$ cat config.mk
export PLATFORM = sky130hd
export DESIGN_NAME = lfsr_msg_scrambler
export DESIGN_NICKNAME = d
export VERILOG_FILES = /design/src/rtl/scr_pkg.sv /design/src/rtl/scr_lfsr.sv /design/src/rtl/scr_frame_addr.sv /design/src/rtl/scr_ctrl.sv /design/src/rtl/lfsr_msg_scrambler.sv
export SDC_FILE = /design/constraint.sdc
export NUM_CORES = 1
export LEC_CHECK = 0
export BUFFER_PORTS_ARGS = -buffer_cell sky130_fd_sc_hd__buf_2
export CORE_UTILIZATION = 40
export DETAILED_ROUTE_END_ITERATION = 7
export GPL_TIMING_DRIVEN = 0
export REMOVE_ABC_BUFFERS = 1
export SKIP_LAST_GASP = 1
export SLEW_MARGIN = 20
export SYNTH_ARGS = -nofsm -noshare
export SYNTH_HDL_FRONTEND = slang
export SYNTH_HIERARCHICAL = 1
export SYNTH_SLANG_ARGS = --single-unit
$ cat constraint.sdc
create_clock -name clk -period 2.74 [get_ports clk]
set_input_delay 0 -clock clk [delete_from_list [all_inputs] [get_ports clk]]
set_output_delay 0 -clock clk [all_outputs]
set_load 0.1 [all_outputs]
$ cat src/rtl/scr_pkg.sv
package scr_pkg;

  typedef enum logic [2:0] {
    ST_IDLE,
    ST_HOLD,
    ST_PRE,
    ST_TAP,
    ST_SEED,
    ST_FETCH,
    ST_STORE,
    ST_DONE
  } scr_state_e;

endpackage

$ cat src/rtl/scr_lfsr.sv
module scr_lfsr #(
  parameter int LW = 7
) (
  input  logic          clk,
  input  logic          rst_n,
  input  logic          load,
  input  logic          step,
  input  logic [LW-1:0] seed,
  input  logic [LW-1:0] taps,
  output logic [LW-1:0] state_q
);

  logic [LW-1:0] state_d;
  logic          state_en;

  assign state_en = load | step;

  always_comb begin
    if (load) state_d = seed;
    else      state_d = {state_q[LW-2:0], ^(state_q & taps)};
  end

  always_ff @(posedge clk or negedge rst_n) begin
    if (!rst_n)        state_q <= '0;
    else if (state_en) state_q <= state_d;
  end

  AST_LFSR_SHIFT: assert property (@(posedge clk) disable iff (!rst_n)
    (step && !load) |=> (state_q[LW-1:1] == $past(state_q[LW-2:0])));

endmodule

$ cat src/rtl/scr_frame_addr.sv
module scr_frame_addr #(
  parameter int DW        = 8,
  parameter int AW        = 8,
  parameter int POS_W     = 6,
  parameter int MSG_LIMIT = 60
) (
  input  logic [POS_W-1:0] pos,
  input  logic [DW-1:0]    pre_len,
  output logic             msg_hit,
  output logic [AW-1:0]    msg_addr
);

  localparam int DIFF_W = DW + 1;

  logic [DIFF_W-1:0] diff;

  always_comb begin
    diff     = DIFF_W'(pos) - DIFF_W'(pre_len);
    msg_hit  = !diff[DIFF_W-1] && (diff[DW-1:0] <= DW'(MSG_LIMIT));
    msg_addr = AW'(diff[DW-1:0]);
  end

endmodule

$ cat src/rtl/scr_ctrl.sv
module scr_ctrl
  import scr_pkg::*;
#(
  parameter int FRAME_LEN = 64,
  parameter int POS_W     = 6
) (
  input  logic             clk,
  input  logic             rst_n,
  input  logic             start,
  output scr_state_e       state_q,
  output logic [POS_W-1:0] pos_q
);

  scr_state_e       state_d;
  logic [POS_W-1:0] pos_d;
  logic             pos_en;
  logic             pos_last;

  assign pos_last = (pos_q == POS_W'(FRAME_LEN - 1));

  always_comb begin
    state_d = state_q;
    if (start) begin
      state_d = ST_HOLD;
    end else begin
      case (state_q)
        ST_IDLE:  state_d = ST_IDLE;
        ST_HOLD:  state_d = ST_PRE;
        ST_PRE:   state_d = ST_TAP;
        ST_TAP:   state_d = ST_SEED;
        ST_SEED:  state_d = ST_FETCH;
        ST_FETCH: state_d = ST_STORE;
        ST_STORE: state_d = pos_last ? ST_DONE : ST_FETCH;
        ST_DONE:  state_d = ST_DONE;
        default:  state_d = ST_IDLE;
      endcase
    end
  end

  always_comb begin
    pos_en = (state_q == ST_SEED) || (state_q == ST_STORE);
    pos_d  = (state_q == ST_SEED) ? '0 : pos_q + 1'b1;
  end

  always_ff @(posedge clk or negedge rst_n) begin
    if (!rst_n) state_q <= ST_IDLE;
    else        state_q <= state_d;
  end

  always_ff @(posedge clk or negedge rst_n) begin
    if (!rst_n)      pos_q <= '0;
    else if (pos_en) pos_q <= pos_d;
  end

  AST_STORE_AFTER_FETCH: assert property (@(posedge clk) disable iff (!rst_n)
    (state_q == ST_STORE) |-> ($past(state_q) == ST_FETCH));

  AST_POS_ADVANCE: assert property (@(posedge clk) disable iff (!rst_n)
    (state_q == ST_STORE && !pos_last) |=> (pos_q == $past(pos_q) + 1'b1));

endmodule

$ cat src/rtl/lfsr_msg_scrambler.sv
module lfsr_msg_scrambler
  import scr_pkg::*;
#(
  parameter int DW        = 8,
  parameter int AW        = 8,
  parameter int LW        = 7,
  parameter int FRAME_LEN = 64,
  parameter int PRE_ADDR  = 61,
  parameter int TAP_ADDR  = 62,
  parameter int SEED_ADDR = 63,
  parameter int OUT_BASE  = 64,
  parameter int MSG_LIMIT = 60
) (
  input  logic          clk,
  input  logic          rst_n,
  input  logic          start,
  output logic          done,
  output logic [AW-1:0] mem_addr,
  output logic          mem_we,
  output logic [DW-1:0] mem_wdata,
  input  logic [DW-1:0] mem_rdata
);

  localparam int POS_W = $clog2(FRAME_LEN);
  localparam logic [AW-1:0] PRE_A  = AW'(PRE_ADDR);
  localparam logic [AW-1:0] TAP_A  = AW'(TAP_ADDR);
  localparam logic [AW-1:0] SEED_A = AW'(SEED_ADDR);
  localparam logic [AW-1:0] OUT_A  = AW'(OUT_BASE);
  localparam logic [DW-1:0] LOW_MASK = {1'b0, {(DW-1){1'b1}}};

  scr_state_e       state;
  logic [POS_W-1:0] pos;
  logic [LW-1:0]    ks_state;
  logic             msg_hit;
  logic [AW-1:0]    msg_addr;

  logic [DW-1:0]    pre_q,   pre_d;
  logic [LW-1:0]    taps_q,  taps_d;
  logic [DW-1:0]    frame_q, frame_d;
  logic             pre_en,  taps_en, frame_en;

  scr_ctrl #(
    .FRAME_LEN (FRAME_LEN),
    .POS_W     (POS_W)
  ) u_ctrl (
    .clk     (clk),
    .rst_n   (rst_n),
    .start   (start),
    .state_q (state),
    .pos_q   (pos)
  );

  scr_frame_addr #(
    .DW        (DW),
    .AW        (AW),
    .POS_W     (POS_W),
    .MSG_LIMIT (MSG_LIMIT)
  ) u_frame_addr (
    .pos      (pos),
    .pre_len  (pre_q),
    .msg_hit  (msg_hit),
    .msg_addr (msg_addr)
  );

  scr_lfsr #(
    .LW (LW)
  ) u_lfsr (
    .clk     (clk),
    .rst_n   (rst_n),
    .load    (state == ST_SEED),
    .step    (state == ST_STORE),
    .seed    (mem_rdata[LW-1:0]),
    .taps    (taps_q),
    .state_q (ks_state)
  );

  // setting and frame capture: next values and enables
  always_comb begin
    pre_en   = (state == ST_PRE);
    taps_en  = (state == ST_TAP);
    frame_en = (state == ST_FETCH);
    pre_d    = mem_rdata;
    taps_d   = mem_rdata[LW-1:0];
    frame_d  = msg_hit ? mem_rdata : '0;
  end

  always_ff @(posedge clk or negedge rst_n) begin
    if (!rst_n) begin
      pre_q   <= '0;
      taps_q  <= '0;
      frame_q <= '0;
    end else begin
      if (pre_en)   pre_q   <= pre_d;
      if (taps_en)  taps_q  <= taps_d;
      if (frame_en) frame_q <= frame_d;
    end
  end

  // memory port
  always_comb begin
    mem_we    = (state == ST_STORE);
    mem_wdata = (frame_q ^ DW'(ks_state)) & LOW_MASK;
    case (state)
      ST_PRE:   mem_addr = PRE_A;
      ST_TAP:   mem_addr = TAP_A;
      ST_SEED:  mem_addr = SEED_A;
      ST_FETCH: mem_addr = msg_hit ? msg_addr : '0;
      ST_STORE: mem_addr = OUT_A + AW'(pos);
      default:  mem_addr = '0;
    endcase
  end

  assign done = (state == ST_DONE);

  AST_WRITE_WINDOW: assert property (@(posedge clk) disable iff (!rst_n)
    mem_we |-> (mem_addr >= OUT_A && mem_addr <= OUT_A + AW'(FRAME_LEN - 1)));

  AST_TOP_BIT_CLEAR: assert property (@(posedge clk) disable iff (!rst_n)
    mem_we |-> !mem_wdata[DW-1]);

  AST_QUIET_WHILE_START: assert property (@(posedge clk) disable iff (!rst_n)
    start |=> (!mem_we && !done));

  AST_DONE_HOLDS: assert property (@(posedge clk) disable iff (!rst_n)
    (done && !start) |=> done);

endmodule

[Word level (Yosys, flattened, before mapping)]
Index checks and enable logic that the tools add are counted.
Operators by class
  add/subtract/negate cells: 3
  $mul: 0
  divide/modulo/power cells: 0
  order comparisons: 1
  equal/unequal tests: 8
  shift operators: 0
  multiplexer cells: 8
  bitwise gates (word level): 3
  reductions and logical operators: 5
Operator list (count)
  case mux 8 bit (5 select lines): 1
  case mux 3 bit (8 select lines): 1
  two-way mux 7 bit: 2
  equality test 3 bit (second input constant): 4
  subtractor 6 x 8 -> 9 bit: 1
  adder 7 x 6 -> 8 bit (first input constant): 1
  less-or-equal comparator 8 x 6 -> 1 bit (second input constant): 1
  two-way mux 8 bit: 1
  bitwise AND 7 bit: 1
  XOR reduction 7 bit: 1
  bitwise XOR 7 bit: 1
  adder 6 x 1 -> 6 bit (second input constant): 1
  equality test 3 x 2 -> 1 bit (second input constant): 2
  equality test 6 bit (second input constant): 1
  two-way mux 6 bit: 1
  equality test 3 x 1 -> 1 bit (second input constant): 1
  zero test 3 bit: 1
  two-way mux 3 bit: 1
  two-way mux 2 bit: 1
  logical AND 1 bit: 1
  zero test 1 bit: 1
  logical OR 1 bit: 1
  bitwise OR 1 bit: 1
Storage, ports and cells
  register bits: 38
  bits in latches: 0
  bits in writable memories: 0
  memory bits (read-only): 0
  bits of input ports: 11
  memories: 0

[Logic depth before layout (Yosys ltp)]
Gate-level depths: netlist of the first run.
  depth in word-level cells: 5
  mapped depth: 12

[Cells and area by module]
The synthesis of the first run kept the hierarchy.
Modules (own cells, without submodules)
  lfsr_msg_scrambler: instances 1, cells an instance 108, area an instance 1203.7 µm², sequential area each 550.5 µm²
  scr_ctrl: instances 1, cells an instance 49, area an instance 476.7 µm², sequential area each 225.2 µm²
  scr_lfsr: instances 1, cells an instance 42, area an instance 407.9 µm², sequential area each 175.2 µm²
  scr_frame_addr: instances 1, cells an instance 42, area an instance 316.6 µm², sequential area each 0.0 µm²

[Worst setup path after synthesis of the first run]
No wires, ideal clock.
  path type: register -> output
  from: register u_ctrl.pos_q[0]
  to: output mem_addr[7]
  arrival time: 5.333 ns
  data required time: 2.740 ns
  path slack: -2.593 ns
  cell stages (with the launch flop): 13
  path through: dfrtp_1 > inv_1 > ha_1 > inv_1 > fa_1 > a211oi_1 > nor2_1 > xor2_1 > o2111a_1 > a2111oi_2 > buf_2 > nand2_1 > nor4_1
On the way
  word-level cells in the longest chain between the ends: 5
  elaborated cells between the ends (all ways): 7
  classes of those cells: 2 x add/sub; 1 x order compare; 2 x mux; 2 x reduce/logical
RTL lines
  from (decl): line scr_ctrl.sv:11  | output logic [POS_W-1:0] pos_q
  from (signal assigned): line scr_ctrl.sv:52  | else if (pos_en) pos_q <= pos_d;
  subtractor 6 x 8 -> 9 bit: line scr_frame_addr.sv:18  | diff = DIFF_W'(pos) - DIFF_W'(pre_len);
  via msg_addr[4]: line lfsr_msg_scrambler.sv:35  | logic [AW-1:0] msg_addr;
  less-or-equal comparator 8 x 6 -> 1 bit: line scr_frame_addr.sv:19  | msg_hit = !diff[DIFF_W-1] && (diff[DW-1:0] <= DW'(MSG_LIMIT));
  logical AND 1 bit: line scr_frame_addr.sv:19
  via msg_hit: line lfsr_msg_scrambler.sv:34  | logic msg_hit;
  two-way mux 8 bit: line lfsr_msg_scrambler.sv:107  | ST_FETCH: mem_addr = msg_hit ? msg_addr : '0;
  case mux 8 bit (5 select lines): line lfsr_msg_scrambler.sv:103  | case (state)
  to (decl): line lfsr_msg_scrambler.sv:18  | output logic [AW-1:0] mem_addr,
The timed path passes the listed nets, and every way through them passes these cells.

[Worst setup path in the final report of the first run]
  from: register u_ctrl.pos_q[0]
  to: output mem_addr[4]
The elaborated chain is that of the path after synthesis.

==> flow_summary_export.csv, run 1 <==
group,metric,value,unit
timing,fin_crit_sh,114,%
place,placed_cell_area,2580,sq um
drt,wl_per_cell,15.1,microns
synth,syn_area_per_cell,9.98,sq um
global_routing,grt_max_degree,39,
worst_setup_path,setup.worst_path.class,"flip-flop to output pin",
synth,synth_most_common_cell,"dfrtp_1",
worst_setup_path,critPathLaunchType,"flip-flop",
timing,setup_viol,8,
clock_network,clock_tree.buffer_depth,2,
clock_network,ctsHtreeMaxLevel,2,
timing,fmax,320,MHz
clock_network,clk_latency,0.30,ns
timing,whs,0.348,ns
synth,synth_area_leaders,"dfrtp_1 (40%), mux2_2 (7.0%), mux2i_1 (5.8%), nand2_1 (4.5%), xor2_1 (4.0%)",
power,power_density,1070,nW/um^2
place,port_buffers,27,
synth,synth_top_family_by_area,"simple AND/OR/NAND/NOR gates",
place,place_hpwl,3530,microns
timing,slew_headroom,41.3,%
synth,yosysTopAreaCell,"dfrtp_1",
synth,ys_ff_latch,38,
layout,syn_to_final_growth,24.7,%
global_routing,antenna_found_initial,0,
global_routing,grt_usage,18.4,%
synth,synth_top_area_share,39.5,%
worst_setup_path,crit_path_end_kind,"output pin",
layout,nFillCells,499,
die,io_pins,29,
worst_setup_path,crit_slowest_cell,"dfrtp_2",
power,seqPwrFrac,28.9,%
place,gp_congestion,0.745,
synth,ys_seq_area_share,39.5,%
layout,final_layout_size_suffix_gt1_share,31.1,%
clock_network,cts_tree,"done",
power,power.share.switching,48.9,%
die,die_x,79.5,microns
drt,antenna_left,0,
power,p_int,1.64,mW
layout,diodes,0,
synth,syn_inst,241,
layout,multiInputGateArea,1390,sq um
timing,worst_slew_pin_slew,0.881,ns
synth,synth_xor_area_share,6.97,%
synth,synthAdderAreaFrac,4.89,%
synth,synth_commonest_cells,"dfrtp_1 (38), nand2_1 (29), inv_1 (20)",
layout,postLayoutCellArea,3000,sq um
global_routing,grt_pass1_vias,1738,
worst_setup_path,max_stage_delay,0.42,ns
timing,fin_skew,0.00618,ns
timing,slew_violations,0,
global_routing,grt_overflow_total,0,
run,max-cap-violations,0,
power,p_leak,1.30,nW
clock_network,clk_pin_slew,0.08,ns
clock_network,cts_buffers,5,
layout,utilization,53.1,%
clock_network,root_buffer,"clkbuf_8",
drt,drtPass1Iterations,4,
worst_setup_path,crit_arrival,3.13,ns
die,start_util,42.6,%
worst_setup_path,cp.required,2.74,ns
layout,nNetsFinal,304,
clock_network,cts_sinks,38,
power,pwr-share-comb,58.3,%
timing,min_period,3.13,ns
outcome,violations,"setup timing",
die,fp-row-count,27,
timing,finalHoldViolCount,0,
worst_setup_path,worstPathMaxFanout,7,
power,switchingPower,1.57,mW
layout,regArea,956,sq um
synth,synth-edff-count,0,
drt,route.detailed.drc,0,
global_routing,grt_pass1_wl,8810,microns
synth,synth_compound_area_share,9.57,%
die,die_h,79.5,microns
min_path,hold_path.class,"primary input to async pin",
synth,synthSimpleGateAreaFrac,19.7,%
drt,via_per_inst,5.33,
synth,synth_warnings,6,
die,core_region_area,5640,sq um
synth,synth.distinct_cells,50,
worst_setup_path,worstPathCellList,"inv_2 -> ha_4 -> inv_2 -> fa_2 -> a211oi_2 -> nor2_2 -> xor2_2 -> o2111a_2 -> a2111oi_4 -> buf_6 -> nand4b_1 -> a31oi_1 -> buf_6",
drt,drt-total-wl,5420,microns
timing,layout_setup_ws,-0.387,ns
die,dieArea,6330,sq um
drt,drtIter0Drc,109,
drt,vias,1907,
power,ir_drop,0.000777,V
timing,rsz0062_at_grt,"true",
synth,netlist_area,2400,sq um
power,power.share.clock,12.9,%
synth,async_reset_ff_share,100,%
outcome,status,"finished with violations",
synth,synthFlopType,"dfrtp_1",
synth,synth_mux_area_share,12.9,%
power,p_total,3.21,mW
## what timing repair did
action	CTS	global route
gates resized for setup	31	9
buffers inserted	8	3
pin swaps	11	2
hold buffers	10	0
endpoints found under the hold margin	66	0
endpoints found under the setup margin	15	9
## cells in the final DEF (no fill, tap or decap), types with 3 or more instances in the layout
cell	n
dfrtp_1	34
dfrtp_2	4
nor2_1	5
nand2b_1	7
nand3_1	9
ha_1	5
xnor2_1	3
clkbuf_8	6
dlygate4sd3_1	10
mux2i_1	14
buf_4	11
and3b_1	6
a21oi_1	3
xor2_1	10
nand4b_1	6
nand2_1	29
buf_6	8
a31oi_1	3
o21ai_0	11
buf_2	19
mux2_2	15
inv_1	18
## cells by family (layout without fill, tap and decap cells)
kind of cell / after synthesis / in the layout
other cells: 1 / 1
buf+inv: 32 / 77
mux: 29 / 29
fa+ha+maj: 9 / 9
simple gates: 82 / 82
xor+xnor: 16 / 16
compound gates: 34 / 34
flops: 38 / 38
## per-layer routing
layer | global-route usage, % | up-vias | wire (microns)
li1 | - | 928 | -
met2 | 29.0 | 32 | 2560
met5 | 0 | - | 0
met4 | 7.64 | 0 | 86
met1 | 25.1 | 940 | 2610
met3 | 2.63 | 7 | 157
## worst paths after layout
path / slack, ns / depth (start not counted) / startpoint / to
min in group clk: 0.42 / 3 / start / u_ctrl/state_q[2]$_DFF_PN0_
worst max-delay path: -0.39 / 13 / u_ctrl/pos_q[0]$_DFFE_PN0P_ / mem_addr[4]
worst min register to register: 0.51 / 1 / taps_q[5]$_DFFE_PN0N_ / taps_q[5]$_DFFE_PN0N_
max in group asynchronous: 1.78 / 2 / rst_n / u_ctrl/pos_q[1]$_DFFE_PN0P_
worst max register to register: 0.17 / 13 / u_ctrl/pos_q[0]$_DFFE_PN0P_ / frame_q[0]$_DFFE_PN0P_
worst min-delay path: 0.35 / 2 / rst_n / frame_q[3]$_DFFE_PN0P_
## through the flow
step                worst slack [ns]  instances  TNS (ns)
floorplan                      -2.76        229    -16.91
global placement               -1.47        328    -17.44
detailed placement            -0.814        329     -7.31
CTS                           -0.378        355     -2.65
global route                  -0.498        358     -3.68
finish                        -0.387        358     -2.69
## power groups by stage
stage | Sequential [mW] | Combinational [mW] | Clock, mW
2_1_floorplan | 0.887 | 1.38 | 0
3_3_place_gp | 0.947 | 1.61 | 0
3_5_place_dp | 0.954 | 1.64 | 0
4_1_cts | 0.928 | 1.80 | 0.423
5_1_grt | 0.957 | 1.99 | 0.447
6_report | 0.927 | 1.87 | 0.414
## sequential cells by signal, summed over array words and instances, names as in the netlist
name            flops
pre_q               8
taps_q              7
u_lfsr/state_q      7
frame_q             7
u_ctrl/pos_q        6
u_ctrl/state_q      3
## critical path, delay by kind of cell (launching register included)
kind | cells | cell delay [ns]
AO/OA/AOI/OAI | 4 | 1.02
flip-flops | 1 | 0.42
AND/OR/NAND/NOR | 2 | 0.18
XOR/XNOR | 1 | 0.15
buffers and inverters | 4 | 0.57
adder cells (fa/ha/maj) | 2 | 0.49
## final cells by class
cell class	count	area share [%]
multi-input cells	171	46.5
repair buffers	49	12.9
well taps	72	3.01
clock buffers	6	2.75
flip-flops and latches	38	31.9
clock inverters	2	0.417
inverters	20	2.50
Power figures use the tool's default switching activity.
==> run 2, diff against run 1 <==
--- a/config.mk
+++ b/config.mk
@@ -5,6 +5,7 @@
 export SDC_FILE = /design/constraint.sdc
 export NUM_CORES = 1
 export LEC_CHECK = 0
+export ABC_AREA = 1
 export BUFFER_PORTS_ARGS = -buffer_cell sky130_fd_sc_hd__buf_2
 export CORE_UTILIZATION = 40
 export DETAILED_ROUTE_END_ITERATION = 7
==> run 2 against run 1 <==
  * The run now ends clean
  * Cell count up 32%
  * Clock skew down 0.0023 ns
  * Via count up 13%
==> flow_summary_export.csv, run 2 <==
group,metric,value,unit
outcome,status,"finished clean",
die,die_x,81.3,microns
global_routing,grt_overflow_total,0,
synth,netlist_area,2510,sq um
drt,drtPass1Iterations,4,
clock_network,root_buffer,"clkbuf_8",
power,p_total,3.26,mW
timing,rsz0062_at_grt,"false",
worst_setup_path,cp.required,2.74,ns
worst_setup_path,setup.worst_path.class,"flip-flop to output pin",
die,io_pins,29,
synth,synth.distinct_cells,29,
layout,final_layout_size_suffix_gt1_share,18.9,%
clock_network,clk_pin_slew,0.07,ns
synth,synth_commonest_cells,"nand2_1 (129), inv_1 (54), dfrtp_1 (38)",
clock_network,cts_buffers,5,
layout,largest_reg_flops,8,
die,core_region_area,5990,sq um
die,fp-row-count,28,
global_routing,antenna_found_initial,0,
layout,regMostFlops,"pre_q",
timing,fin_skew,0.00384,ns
worst_setup_path,critPathLaunchType,"flip-flop",
worst_setup_path,crit_arrival,2.53,ns
place,port_buffers,27,
timing,slew_headroom,40.8,%
synth,synthFlopType,"dfrtp_1",
timing,slew_violations,0,
global_routing,grt_max_degree,39,
worst_setup_path,max_stage_delay,0.43,ns
layout,mostFrequentLayoutCell,"nand2_1",
run,max-cap-violations,0,
worst_setup_path,crit_path_end_kind,"output pin",
global_routing,grt_usage,17.7,%
clock_network,clock_tree.buffer_depth,2,
synth,async_reset_ff_share,100,%
timing,min_period,2.53,ns
place,place_hpwl,4000,microns
synth,ys_ff_latch,38,
clock_network,cts_tree,"done",
timing,worst_slew_pin_slew,0.888,ns
worst_setup_path,worstPathMaxFanout,8,
worst_setup_path,worstPathCellList,"inv_1 -> ha_1 -> inv_2 -> fa_2 -> nand3_2 -> nand3_2 -> nand2_1 -> nand2_1 -> nand3_1 -> nor2_1 -> nor2_4 -> inv_1 -> nor2_4 -> nand2_1 -> nand2_1 -> buf_8",
layout,nNetsFinal,416,
global_routing,grt_pass1_wl,8800,microns
worst_setup_path,crit_slowest_cell,"dfrtp_2",
synth,yosysTopAreaCell,"dfrtp_1",
die,dieArea,6600,sq um
place,dp_slack,-0.316,ns
layout,diodes,0,
die,start_util,42.0,%
synth,ys_seq_area_share,37.8,%
synth,synth-edff-count,0,
power,p_leak,1.65,nW
timing,layout_setup_ws,0.210,ns
timing,fin_crit_sh,92.3,%
worst_setup_path,cp_common_cell,"nand2_1",
synth,synth_most_common_cell,"nand2_1",
layout,stdcell_count,472,
drt,antenna_left,0,
timing,whs,0.377,ns
synth,syn_inst,357,
place,gp_congestion,0.801,
drt,route.detailed.drc,0,
clock_network,clk_latency,0.28,ns
drt,drt-total-wl,5550,microns
place,place_inst,452,
layout,final_cell_mix,"nand2_1 (129), inv_1 (53), dfrtp_1 (37), nor2_1 (24), nand3_1 (21)",
drt,vias,2157,
drt,wl_per_cell,11.8,microns
power,power_density,1090,nW/um^2
die,die_h,81.3,microns
timing,setup_viol,0,
clock_network,cts_sinks,38,
synth,syn_area_per_cell,7.04,sq um
synth,synth_area_leaders,"dfrtp_1 (38%), nand2_1 (19%), inv_1 (8.1%), nand3_1 (4.8%), nor2_1 (3.9%)",
synth,synth_top_area_share,37.8,%
synth,synth_warnings,6,
min_path,hold_path.class,"primary input to async pin",
layout,syn_to_final_growth,18.5,%
drt,via_per_inst,4.57,
global_routing,grt_pass1_vias,1855,
timing,fmax,395,MHz
clock_network,ctsHtreeMaxLevel,2,
drt,drtIter0Drc,52,
power,ir_drop,0.00102,V
timing,finalHoldViolCount,0,
-- run 2: timing repair --
item                                    CTS  global route
endpoints found under the setup margin    8             8
pin swaps                                 1             1
endpoints found under the hold margin    57             0
buffers inserted                          1             2
resized for setup                        13            15
hold buffers                             10             0
-- run 2: per-layer routing --
metal | vias to the layer above | GRT usage [%] | wire, microns
met2 | 24 | 27.3 | 2510
met5 | - | 0 | 0
met3 | 2 | 3.60 | 144
met1 | 960 | 25.1 | 2880
met4 | 0 | 4.82 | 26
li1 | 1171 | - | -
-- run 2: final timing paths --
check                                                  from                       endpoint  slack [ns]  cells past startpoint
worst max-delay path            u_ctrl/pos_q[0]$_DFFE_PN0P_                    mem_addr[6]        0.21                     16
worst min-delay path                                  rst_n  u_lfsr/state_q[2]$_DFFE_PN0P_        0.38                      2
worst max register to register  u_ctrl/pos_q[0]$_DFFE_PN0P_         frame_q[4]$_DFFE_PN0P_        0.46                     14
worst min register to register         pre_q[5]$_DFFE_PN0N_           pre_q[5]$_DFFE_PN0N_        0.49                      2
max in group asynchronous                             rst_n    u_ctrl/pos_q[0]$_DFFE_PN0P_        1.76                      2
min in group clk                                      start    u_ctrl/state_q[1]$_DFF_PN0_        0.43                      3
-- run 2: cells by family after synthesis --
group / Yosys count / share of synthesized area, %
compound gates: 27 / 6.97
xor+xnor: 12 / 4.48
fa+ha+maj: 8 / 4.28
buf+inv: 66 / 11.1
flops: 38 / 37.8
other cells: 1 / 0.149
simple gates: 205 / 35.1
-- run 2: report_power, final --
part,switching (mW),total (mW),internal (mW)
Clock,0.193,0.364,0.171
Combinational,1.43,1.96,0.529
Sequential,0.183,0.933,0.750
-- run 2: stage by stage --
| step | TNS, ns | instance area [sq um] | util [%] |
|---|---|---|---|
| 2_1_floorplan | -0.376 | 2450 | - |
| 3_3_place_gp | -0.754 | 2680 | 44.8 |
| 3_5_place_dp | -0.727 | 2680 | 44.8 |
| 4_1_cts | 0 | 2910 | 48.5 |
| 5_1_grt | 0 | 2980 | 49.7 |
| 6_report | 0 | 2980 | 49.7 |
-- run 2: worst max-delay path: cells and delay by family, from the launching register on --
family | cells | cell delay, ns
DFF | 1 | 0.43
and+or+nand+nor | 10 | 0.90
buffers and inverters | 4 | 0.43
adders and majority gates | 2 | 0.50
-- run 2: cell type report --
class | count | area (sq um)
Multi-Input combinational cell | 253 | 1310
Clock buffer | 5 | 68.8
Timing Repair Buffer | 40 | 322
Tap cell | 75 | 93.8
Sequential cell | 38 | 952
Inverter | 59 | 221
Fill cell | 608 | 3010
Clock inverter | 2 | 10.0
